===== src/rtl/amp_ctl_pkg.sv =====
`timescale 1ns/1ps
package amp_ctl_pkg;
  localparam int BYTE_W = 8;
  localparam int MODE_W = 4;
  localparam int VOL_W  = 5;
  localparam int ATT_W  = 2;
  localparam logic [BYTE_W-1:0] ADDR_BASE = 8'hF8;
  localparam int STRAP_BIT = 1;

  typedef enum logic [2:0] {
    ST_IDLE, ST_ADDR, ST_ADDR_ACK, ST_DATA, ST_DATA_ACK, ST_SKIP
  } bus_st_e;

  typedef struct packed {
    logic [MODE_W-1:0] mode;
    logic              mute;
    logic              hp_rsd;
    logic [ATT_W-1:0]  atten;
    logic [VOL_W-1:0]  mono;
    logic [VOL_W-1:0]  left;
    logic [VOL_W-1:0]  right;
  } ctl_regs_t;

  localparam ctl_regs_t REGS_RST = '{mode: '0, mute: 1'b1, hp_rsd: 1'b1,
                                     atten: '0, mono: '0, left: '0, right: '0};
endpackage


===== src/rtl/i2c_line_sync.sv =====
`timescale 1ns/1ps
module i2c_line_sync #(
  parameter int STAGES = 2
) (
  input  logic clk,
  input  logic rst_n,
  input  logic line_i,
  output logic level_o,
  output logic rise_o,
  output logic fall_o
);
  logic [STAGES-1:0] sync_q, sync_d;
  logic              prev_q;

  always_comb begin
    sync_d = {sync_q[STAGES-2:0], line_i};
  end

  always_ff @(posedge clk or negedge rst_n) begin
    if (!rst_n) begin
      sync_q <= '1;
      prev_q <= 1'b1;
    end else begin
      sync_q <= sync_d;
      prev_q <= sync_q[STAGES-1];
    end
  end

  assign level_o = sync_q[STAGES-1];
  assign rise_o  = level_o & ~prev_q;
  assign fall_o  = ~level_o & prev_q;
endmodule


===== src/rtl/i2c_rx_fsm.sv =====
`timescale 1ns/1ps
module i2c_rx_fsm
  import amp_ctl_pkg::*;
#(
  parameter int CNT_W = $clog2(BYTE_W + 1)
) (
  input  logic              clk,
  input  logic              rst_n,
  input  logic              scl_lvl,
  input  logic              scl_rise,
  input  logic              scl_fall,
  input  logic              sda_lvl,
  input  logic              sda_rise,
  input  logic              sda_fall,
  input  logic [BYTE_W-1:0] dev_addr,
  output logic              ack_o,
  output logic              byte_done_o,
  output logic [BYTE_W-1:0] byte_o
);
  localparam logic [CNT_W-1:0] FULL = CNT_W'(BYTE_W);

  bus_st_e           state_q, state_d;
  logic [CNT_W-1:0]  cnt_q, cnt_d;
  logic [BYTE_W-1:0] shf_q, shf_d;
  logic              ack_q, ack_d;
  logic              start_ev, stop_ev, done;

  assign start_ev = scl_lvl & sda_fall;
  assign stop_ev  = scl_lvl & sda_rise;

  always_comb begin
    state_d = state_q;
    cnt_d   = cnt_q;
    shf_d   = shf_q;
    ack_d   = ack_q;
    done    = 1'b0;
    if (stop_ev) begin
      state_d = ST_IDLE;
      ack_d   = 1'b0;
    end else if (start_ev) begin
      state_d = ST_ADDR;
      cnt_d   = '0;
      ack_d   = 1'b0;
    end else begin
      case (state_q)
        ST_ADDR, ST_DATA: begin
          if (scl_rise && cnt_q != FULL) begin
            shf_d = {shf_q[BYTE_W-2:0], sda_lvl};
            cnt_d = cnt_q + 1'b1;
          end
          if (scl_fall && cnt_q == FULL) begin
            if (state_q == ST_DATA) begin
              ack_d   = 1'b1;
              done    = 1'b1;
              state_d = ST_DATA_ACK;
            end else if (shf_q == dev_addr) begin
              ack_d   = 1'b1;
              state_d = ST_ADDR_ACK;
            end else begin
              state_d = ST_SKIP;
            end
          end
        end
        ST_ADDR_ACK, ST_DATA_ACK: begin
          if (scl_fall) begin
            ack_d   = 1'b0;
            cnt_d   = '0;
            state_d = ST_DATA;
          end
        end
        default: ;
      endcase
    end
  end

  always_ff @(posedge clk or negedge rst_n) begin
    if (!rst_n) begin
      state_q <= ST_IDLE;
      cnt_q   <= '0;
      shf_q   <= '0;
      ack_q   <= 1'b0;
    end else begin
      state_q <= state_d;
      cnt_q   <= cnt_d;
      shf_q   <= shf_d;
      ack_q   <= ack_d;
    end
  end

  assign ack_o       = ack_q;
  assign byte_done_o = done;
  assign byte_o      = shf_q;

  // the pull may only begin on a falling SCL edge
  p_ack_on_fall_r4: assert property (@(posedge clk) disable iff (!rst_n)
    $rose(ack_q) |-> $past(scl_fall));
  // STOP returns to idle with SDA released
  p_stop_idle_r9: assert property (@(posedge clk) disable iff (!rst_n)
    stop_ev |=> (!ack_q && state_q == ST_IDLE));
  // a committed byte is always acknowledged
  p_commit_acks_r10: assert property (@(posedge clk) disable iff (!rst_n)
    done |=> ack_q);
endmodule


===== src/rtl/amp_reg_decode.sv =====
`timescale 1ns/1ps
module amp_reg_decode
  import amp_ctl_pkg::*;
(
  input  logic              clk,
  input  logic              rst_n,
  input  logic              byte_done_i,
  input  logic [BYTE_W-1:0] byte_i,
  output ctl_regs_t         regs_o,
  output logic              wr_stb_o
);
  ctl_regs_t regs_q, regs_d;
  logic      stb_q, hit;

  always_comb begin
    regs_d = regs_q;
    hit    = 1'b0;
    if (byte_done_i) begin
      if (byte_i[7:4] == 4'b0011) begin
        regs_d.mode = byte_i[MODE_W-1:0];
        hit = 1'b1;
      end else if (byte_i[7:6] == 2'b01) begin
        regs_d.mute   = byte_i[5];
        regs_d.hp_rsd = byte_i[2];
        regs_d.atten  = byte_i[ATT_W-1:0];
        hit = 1'b1;
      end else if (byte_i[7:5] == 3'b100) begin
        regs_d.mono = byte_i[VOL_W-1:0];
        hit = 1'b1;
      end else if (byte_i[7:5] == 3'b110) begin
        regs_d.left = byte_i[VOL_W-1:0];
        hit = 1'b1;
      end else if (byte_i[7:5] == 3'b111) begin
        regs_d.right = byte_i[VOL_W-1:0];
        hit = 1'b1;
      end
    end
  end

  always_ff @(posedge clk or negedge rst_n) begin
    if (!rst_n) begin
      regs_q <= REGS_RST;
      stb_q  <= 1'b0;
    end else begin
      if (byte_done_i) regs_q <= regs_d;
      stb_q <= hit;
    end
  end

  assign regs_o   = regs_q;
  assign wr_stb_o = stb_q;

  // strobe is a single-cycle pulse
  p_stb_single_r10: assert property (@(posedge clk) disable iff (!rst_n)
    stb_q |=> !stb_q);
  // registers move only together with the strobe
  p_regs_with_stb_r10: assert property (@(posedge clk) disable iff (!rst_n)
    !$stable(regs_q) |-> stb_q);
endmodule


===== src/rtl/amp_ctl_i2c_slave.sv =====
`timescale 1ns/1ps
module amp_ctl_i2c_slave
  import amp_ctl_pkg::*;
#(
  parameter int SYNC_STAGES = 2
) (
  input  logic              clk,
  input  logic              rst_n,
  input  logic              scl_i,
  input  logic              sda_i,
  input  logic              addr_sel_i,
  output logic              sda_pull_o,
  output logic [MODE_W-1:0] mode_o,
  output logic              in_mute_o,
  output logic              hp_rsd_o,
  output logic [ATT_W-1:0]  hp_atten_o,
  output logic [VOL_W-1:0]  mono_vol_o,
  output logic [VOL_W-1:0]  left_vol_o,
  output logic [VOL_W-1:0]  right_vol_o,
  output logic              wr_stb_o
);
  logic scl_lvl, scl_rise, scl_fall;
  logic sda_lvl, sda_rise, sda_fall;
  logic byte_done;
  logic [BYTE_W-1:0] rx_byte, dev_addr;
  ctl_regs_t regs;

  always_comb begin
    dev_addr = ADDR_BASE;
    dev_addr[STRAP_BIT] = addr_sel_i;
  end

  i2c_line_sync #(.STAGES(SYNC_STAGES)) u_scl (
    .clk(clk), .rst_n(rst_n), .line_i(scl_i),
    .level_o(scl_lvl), .rise_o(scl_rise), .fall_o(scl_fall));

  i2c_line_sync #(.STAGES(SYNC_STAGES)) u_sda (
    .clk(clk), .rst_n(rst_n), .line_i(sda_i),
    .level_o(sda_lvl), .rise_o(sda_rise), .fall_o(sda_fall));

  i2c_rx_fsm u_fsm (
    .clk(clk), .rst_n(rst_n),
    .scl_lvl(scl_lvl), .scl_rise(scl_rise), .scl_fall(scl_fall),
    .sda_lvl(sda_lvl), .sda_rise(sda_rise), .sda_fall(sda_fall),
    .dev_addr(dev_addr), .ack_o(sda_pull_o),
    .byte_done_o(byte_done), .byte_o(rx_byte));

  amp_reg_decode u_dec (
    .clk(clk), .rst_n(rst_n), .byte_done_i(byte_done), .byte_i(rx_byte),
    .regs_o(regs), .wr_stb_o(wr_stb_o));

  assign mode_o      = regs.mode;
  assign in_mute_o   = regs.mute;
  assign hp_rsd_o    = regs.hp_rsd;
  assign hp_atten_o  = regs.atten;
  assign mono_vol_o  = regs.mono;
  assign left_vol_o  = regs.left;
  assign right_vol_o = regs.right;
endmodule


===== config.mk =====
export PLATFORM = sky130hd
export DESIGN_NAME = amp_ctl_i2c_slave
export DESIGN_NICKNAME = d
export VERILOG_FILES = /design/src/rtl/amp_ctl_pkg.sv /design/src/rtl/i2c_line_sync.sv /design/src/rtl/i2c_rx_fsm.sv /design/src/rtl/amp_reg_decode.sv /design/src/rtl/amp_ctl_i2c_slave.sv
export SDC_FILE = /design/constraint.sdc
export NUM_CORES = 1
export LEC_CHECK = 0
export CORE_MARGIN = 4
export CORE_UTILIZATION = 25
export CTS_CLUSTER_DIAMETER = 80
export DETAILED_ROUTE_END_ITERATION = 12
export PLACE_DENSITY = 0.47
export SLEW_MARGIN = 10
export SYNTH_ARGS = -nofsm -noshare
export SYNTH_HDL_FRONTEND = slang
export SYNTH_SLANG_ARGS = --single-unit

===== constraint.sdc =====
create_clock -name clk -period 2.05 [get_ports clk]
set_input_delay 0.205 -clock clk [delete_from_list [all_inputs] [get_ports clk]]
set_output_delay 0.205 -clock clk [all_outputs]
set_load 0.1 [all_outputs]

Yosys cells after proc, flatten, opt, wreduce, memory -nomap -nowiden
Cells that the tools add are included.

Bits in registers: 46. Input bits: 5. Output and inout bits: 25. Logic and storage cells: 94.

Multiplexer cells: 29. Bitwise logic cells: 16. Add/sub/neg operators: 1. Reduce and logical (&&, ||, !) cells: 15. Equal/unequal tests: 17.

Operators by type and width (number): $mux W3 (6); $mux W1 (17); $reduce_and A4 Y1 (4); $eq A3 B3 Y1 const B (4); $mux W4 (3); $not A1 Y1 (10); $eq A8 B8 Y1 (1); $ne A4 B1 Y1 const B (2); $pmux W4 S2 (1); $and A1 B1 Y1 (6); $eq A3 B2 Y1 const B (2); $ne A3 B1 Y1 const B (2); $pmux W3 S2 (1); $reduce_and A3 Y1 (2); $reduce_and A6 Y1 (1); $ne A5 B1 Y1 const B (1); $reduce_and A5 Y1 (1); $add A4 B1 Y4 const B (1); $eq A4 B2 Y1 const B (1); $eq A4 B4 Y1 const B (1); $ne A4 B4 Y1 const B (1); $reduce_bool A4 Y1 (1); $reduce_or A2 Y1 (2); $eq A3 B1 Y1 const B (1); other kinds (5) (6).

Logic depth before layout (Yosys ltp)
Gate-level depths: netlist of run 1.

Depth in word-level cells: 8. Mapped depth: 7.

Cells and area by module
Synthesis of run 1 repeated with hierarchy kept, for this count alone.

Cells, all modules: 159. Area total of the unflattened synthesis: 2187.1 µm².

Modules (own cells, without submodules): i2c_rx_fsm (times used 1, seq. area each 400.4 µm², area an instance 1029.7 µm², cells an instance 90); amp_reg_decode (times used 1, seq. area each 603.1 µm², area an instance 962.2 µm², cells an instance 57); i2c_line_sync (times used 2, seq. area each 78.8 µm², area an instance 93.8 µm², cells an instance 5); amp_ctl_i2c_slave (times used 1, seq. area each 0.0 µm², area an instance 7.5 µm², cells an instance 2).

Worst setup path after synthesis of run 1
OpenSTA, ideal clock, no wires.

Path type: reg-to-reg. Start point: register u_fsm.cnt_q[0]. End point: register u_dec.regs_q (netlist bit u_dec.regs_o[5]). Buffers on the path: 1. Arrival time: 1698 ps. Library setup time: 126 ps. Stages on the path, launching flop included: 8. Path slack: 226 ps. Cells stage by stage: dfrtp_1 -> inv_1 -> ha_1 -> nand3b_1 -> nor3_4 -> and4_1 -> buf_6 -> mux2_4.

Word-level cells in the longest chain between the ends: 7.

RTL lines: start, declared (line i2c_rx_fsm.sv:23) `logic [CNT_W-1:0] cnt_q, cnt_d;`; start signal, assigned (line i2c_rx_fsm.sv:84) `cnt_q <= cnt_d;`; $eq A4 B4 Y1 (line i2c_rx_fsm.sv:51) `if (scl_fall && cnt_q == FULL) begin`; $logic_and A1 B1 Y1 (line i2c_rx_fsm.sv:51); $mux W1 (line i2c_rx_fsm.sv:51); $mux W1 (line i2c_rx_fsm.sv:45) `case (state_q)`; $mux W1 (line i2c_rx_fsm.sv:40) `end else if (start_ev) begin`; $mux W1 (line i2c_rx_fsm.sv:37) `if (stop_ev) begin`; $reduce_and A5 Y1 (no source line); end signal, assigned (line amp_reg_decode.sv:45) `if (byte_done_i) regs_q <= regs_d;`; end, declared (line amp_reg_decode.sv:12) `ctl_regs_t regs_q, regs_d;`.

Every way passes these cells. A chain may end at the register's enable or synchronous reset.

Worst setup path after layout of run 1
Start point: register u_fsm.cnt_q[0]. End point: register u_dec.regs_q (netlist bit u_dec.regs_o[3]).

Word-level cells in the longest chain between the ends: 7.

RTL lines (line): $eq A4 B4 Y1 (i2c_rx_fsm.sv:51); $logic_and A1 B1 Y1 (i2c_rx_fsm.sv:51); $mux W1 (i2c_rx_fsm.sv:51); $mux W1 (i2c_rx_fsm.sv:45); $mux W1 (i2c_rx_fsm.sv:40); $mux W1 (i2c_rx_fsm.sv:37); $reduce_and A6 Y1 (no source line).

Every way passes these cells.

==> out/results.txt, run 1 <==
Final setup violation count -> 0
First-pass GRT wire length -> 7389 um
Port Buffer Count -> 29
CTS HTree Levels -> 2
Core area -> 0.008258 mm2
CP Launch Type -> register
Yosys cell types -> 49
DRT antenna net count -> 0
Max_slew headroom -> 69.67%
Pwr/cell area -> 891.8 mW/mm2
Maximum vdd drop -> 0.3375 mV
Minimum clock period after layout -> 1.871 ns
RSZ-0062 raised after global routing -> false
Full die area -> 0.01007 mm2
Top-count cell post-synth -> dfrtp_1
Outcome -> complete, no violations
Min-delay src -> scl_i
Final setup TNS -> 0 ns
Vias in the first global route -> 1379
DRT Pass-1 Iters -> 4
Congestion Overflow GR -> 0
Core Rows -> 33
WHS Endpoint -> u_scl.sync_q[0]
Total number of vias -> 1374
Clock sinks -> 46
Die H -> 100.4 um
Final WS setup -> 0.1786 ns
Commonest register cell after synthesis -> dfrtp_1
Critical Path AT -> 2.05 ns
Synthesized area -> 0.002132 mm2
FF+latch count, synth -> 46
Clock skew -> 0.009358 ns
FILL cells -> 867
R2R Setup Slk -> 0.18 ns
Ratio of final minimum period to clock period -> 91.29%
CTS tree -> yes
Final RePlAce weighted congestion -> 0.7264
Register area share after synthesis -> 54.46%
Max FO, Critical Path -> 5
Post-synth top area share -> 44.60%
Fmax -> 0.5343 GHz
GRT Total Usage -> 9.399%
Hpwl dp -> 3259 um
Max Cap Viol -> 0
IO Pins -> 30
Initial Util -> 25.82%
Share of cells above drive strength 1 -> 45.00%
Hold depth -> 1
Least-Margin Pin Slew -> 0.4516 ns
Initial antenna violation count -> 0
Worst r2r src -> u_fsm.cnt_q[0]
RR Endpoint -> u_dec.regs_o[3]
Synth area leader -> dfrtp_1
Initial DRC Count -> 61
DR WL/cell -> 14.33 um
Post-Route WL -> 4372 um
CP Class -> reg -> reg
CTS Buffer Depth -> 2
CTS Buf Count -> 5
Cells after Synth -> 159
Yosys warnings -> 0
Worst-path clk slew -> 0.08 ns
Critical Path End Type -> register
FF-to-FF path depth -> 6
Via/cell ratio -> 4.505
Multi-input logic area -> 899.6 um2
Async set or reset register ratio after synthesis -> 100.0%
Pin count of the biggest net entering global routing -> 20
Fin. Hold Viols -> 0
Drc violations -> 0
Fin nets -> 206
Number of synthesized flops with an enable pin -> 0
N_diodes -> 0
Register area -> 0.001161 mm2
Final-report max-slew violation count -> 0
Synth top cells by count -> dfrtp_1 (38), mux2_2 (26), dfstp_2 (8)
Die width -> 100.4 um
Synthesized area per cell -> 13.41 um2
Syn_nets -> 166
Worst skew pair latency -> 0.29 ns
Clock root buffer -> clkbuf_8
Leakage -> 1.233 nW
Setup Fix Bufs, Post-CTS -> 0
Hold WC Path Type -> in -> reg
Area grow syn2layout -> 22.42%
Pre-CTS WS -> 0.1745 ns
Synth top area cells -> dfrtp_1 (45%), mux2_2 (14%), dfstp_2 (9.9%)
Data required, critical path -> 2.22 ns
==> routing by layer <==
metal,vias to the layer above,wire (um),global-route usage (%)
met5,-,0,0
met4,0,23,2.487
met3,2,163,2.849
met2,17,2050,13.71
met1,697,2134,13.49
li1,658,-,-
==> flip-flops by register name, summed over array words and instances, names as in the netlist <==
| signal | count |
|---|---|
| u_dec.wr_stb_o | 1 |
| u_scl.sync_q | 2 |
| u_sda.prev_q | 1 |
| u_fsm.byte_o | 8 |
| u_scl.prev_q | 1 |
| u_sda.sync_q | 2 |
| u_fsm.state_q | 3 |
| u_dec.regs_o | 23 |
| u_fsm.ack_o | 1 |
| u_fsm.cnt_q | 4 |
==> what timing repair did <==
| action | 4_1_cts | 5_1_grt |
|---|---|---|
| hold buffers | 1 | 0 |
| gates resized for setup | 0 | 0 |
| endpoints found under the hold margin | 17 | 0 |
==> worst max-delay path, cell delays in order, from the launching register on <==
cell,delay [ns]
dfrtp_1,0.42
inv_1,0.07
ha_1,0.15
nand3b_1,0.14
buf_4,0.19
nor4_4,0.41
mux2_2,0.39
==> report_power, final <==
group / internal, mW / switching (mW)
Clock: 0.272 / 0.293
Sequential: 1.00 / 0.152
Combinational: 0.264 / 0.345
Total: 1.54 / 0.790
==> worst max-delay path by stage <==
stage                                 end  slack, ns      startpoint
after global placement    u_dec.regs_o[1]       0.16  u_fsm.cnt_q[0]
after detailed placement  u_dec.regs_o[3]       0.17  u_fsm.cnt_q[0]
after CTS                 u_dec.regs_o[3]       0.16  u_fsm.cnt_q[0]
after floorplan           u_dec.regs_o[5]       0.23  u_fsm.cnt_q[0]
after global routing      u_dec.regs_o[8]       0.04  u_fsm.cnt_q[0]
final                     u_dec.regs_o[3]       0.18  u_fsm.cnt_q[0]
==> per-stage QoR <==
stage	instances	instance area, um2	util, %	total power, mW	hold WS (ns)
final	305	2610	31.61	2.328	0.3161
after global routing	305	2610	31.61	2.481	0.3001
after CTS	305	2610	31.61	2.378	0.3049
after detailed placement	296	2509	30.38	1.793	0.1683
after global placement	296	2509	30.38	1.787	0.1709
after floorplan	159	2132	-	1.572	-0.09059
==> cell type report <==
type | instances | area share (%)
Sequential cell | 46 | 44.49
Timing Repair Buffer | 40 | 11.79
Tap cell | 105 | 5.034
Multi-Input combinational cell | 101 | 34.47
Clock buffer | 7 | 3.308
Clock inverter | 1 | 0.1918
Inverter | 5 | 0.7191
==> cells by family (layout without fill, tap and decap cells) <==
group	count (synthesis)	count (layout)	share of synthesized area (%)
simple gates	44	44	14.38
mux	31	31	17.25
buf+inv	12	53	3.345
flops	46	46	54.46
fa+ha+maj	2	2	1.174
compound gates	21	21	8.158
xor+xnor	3	3	1.233
==> placed cells by master, fill, tap and decap left out, types with 3 or more instances in the layout <==
cell type	Yosys	final
mux2_4	5	5
nand2_1	6	6
nor3_1	3	3
nor2b_1	4	4
mux2_2	26	26
nand3_1	3	3
buf_4	0	35
nand2b_1	3	3
nand3b_1	4	4
dfstp_2	8	8
clkbuf_8	0	6
clkdlybuf4s50_1	0	3
nor2_1	4	4
inv_1	5	5
dfrtp_1	38	38
Power figures use the tool's default switching activity.
==> run 2, diff against run 1 <==
CTS_CLUSTER_SIZE = 40   (was unset)
==> results of run 2 <==
Same layout as run 1: the final DEF is identical, and so are final timing and power.
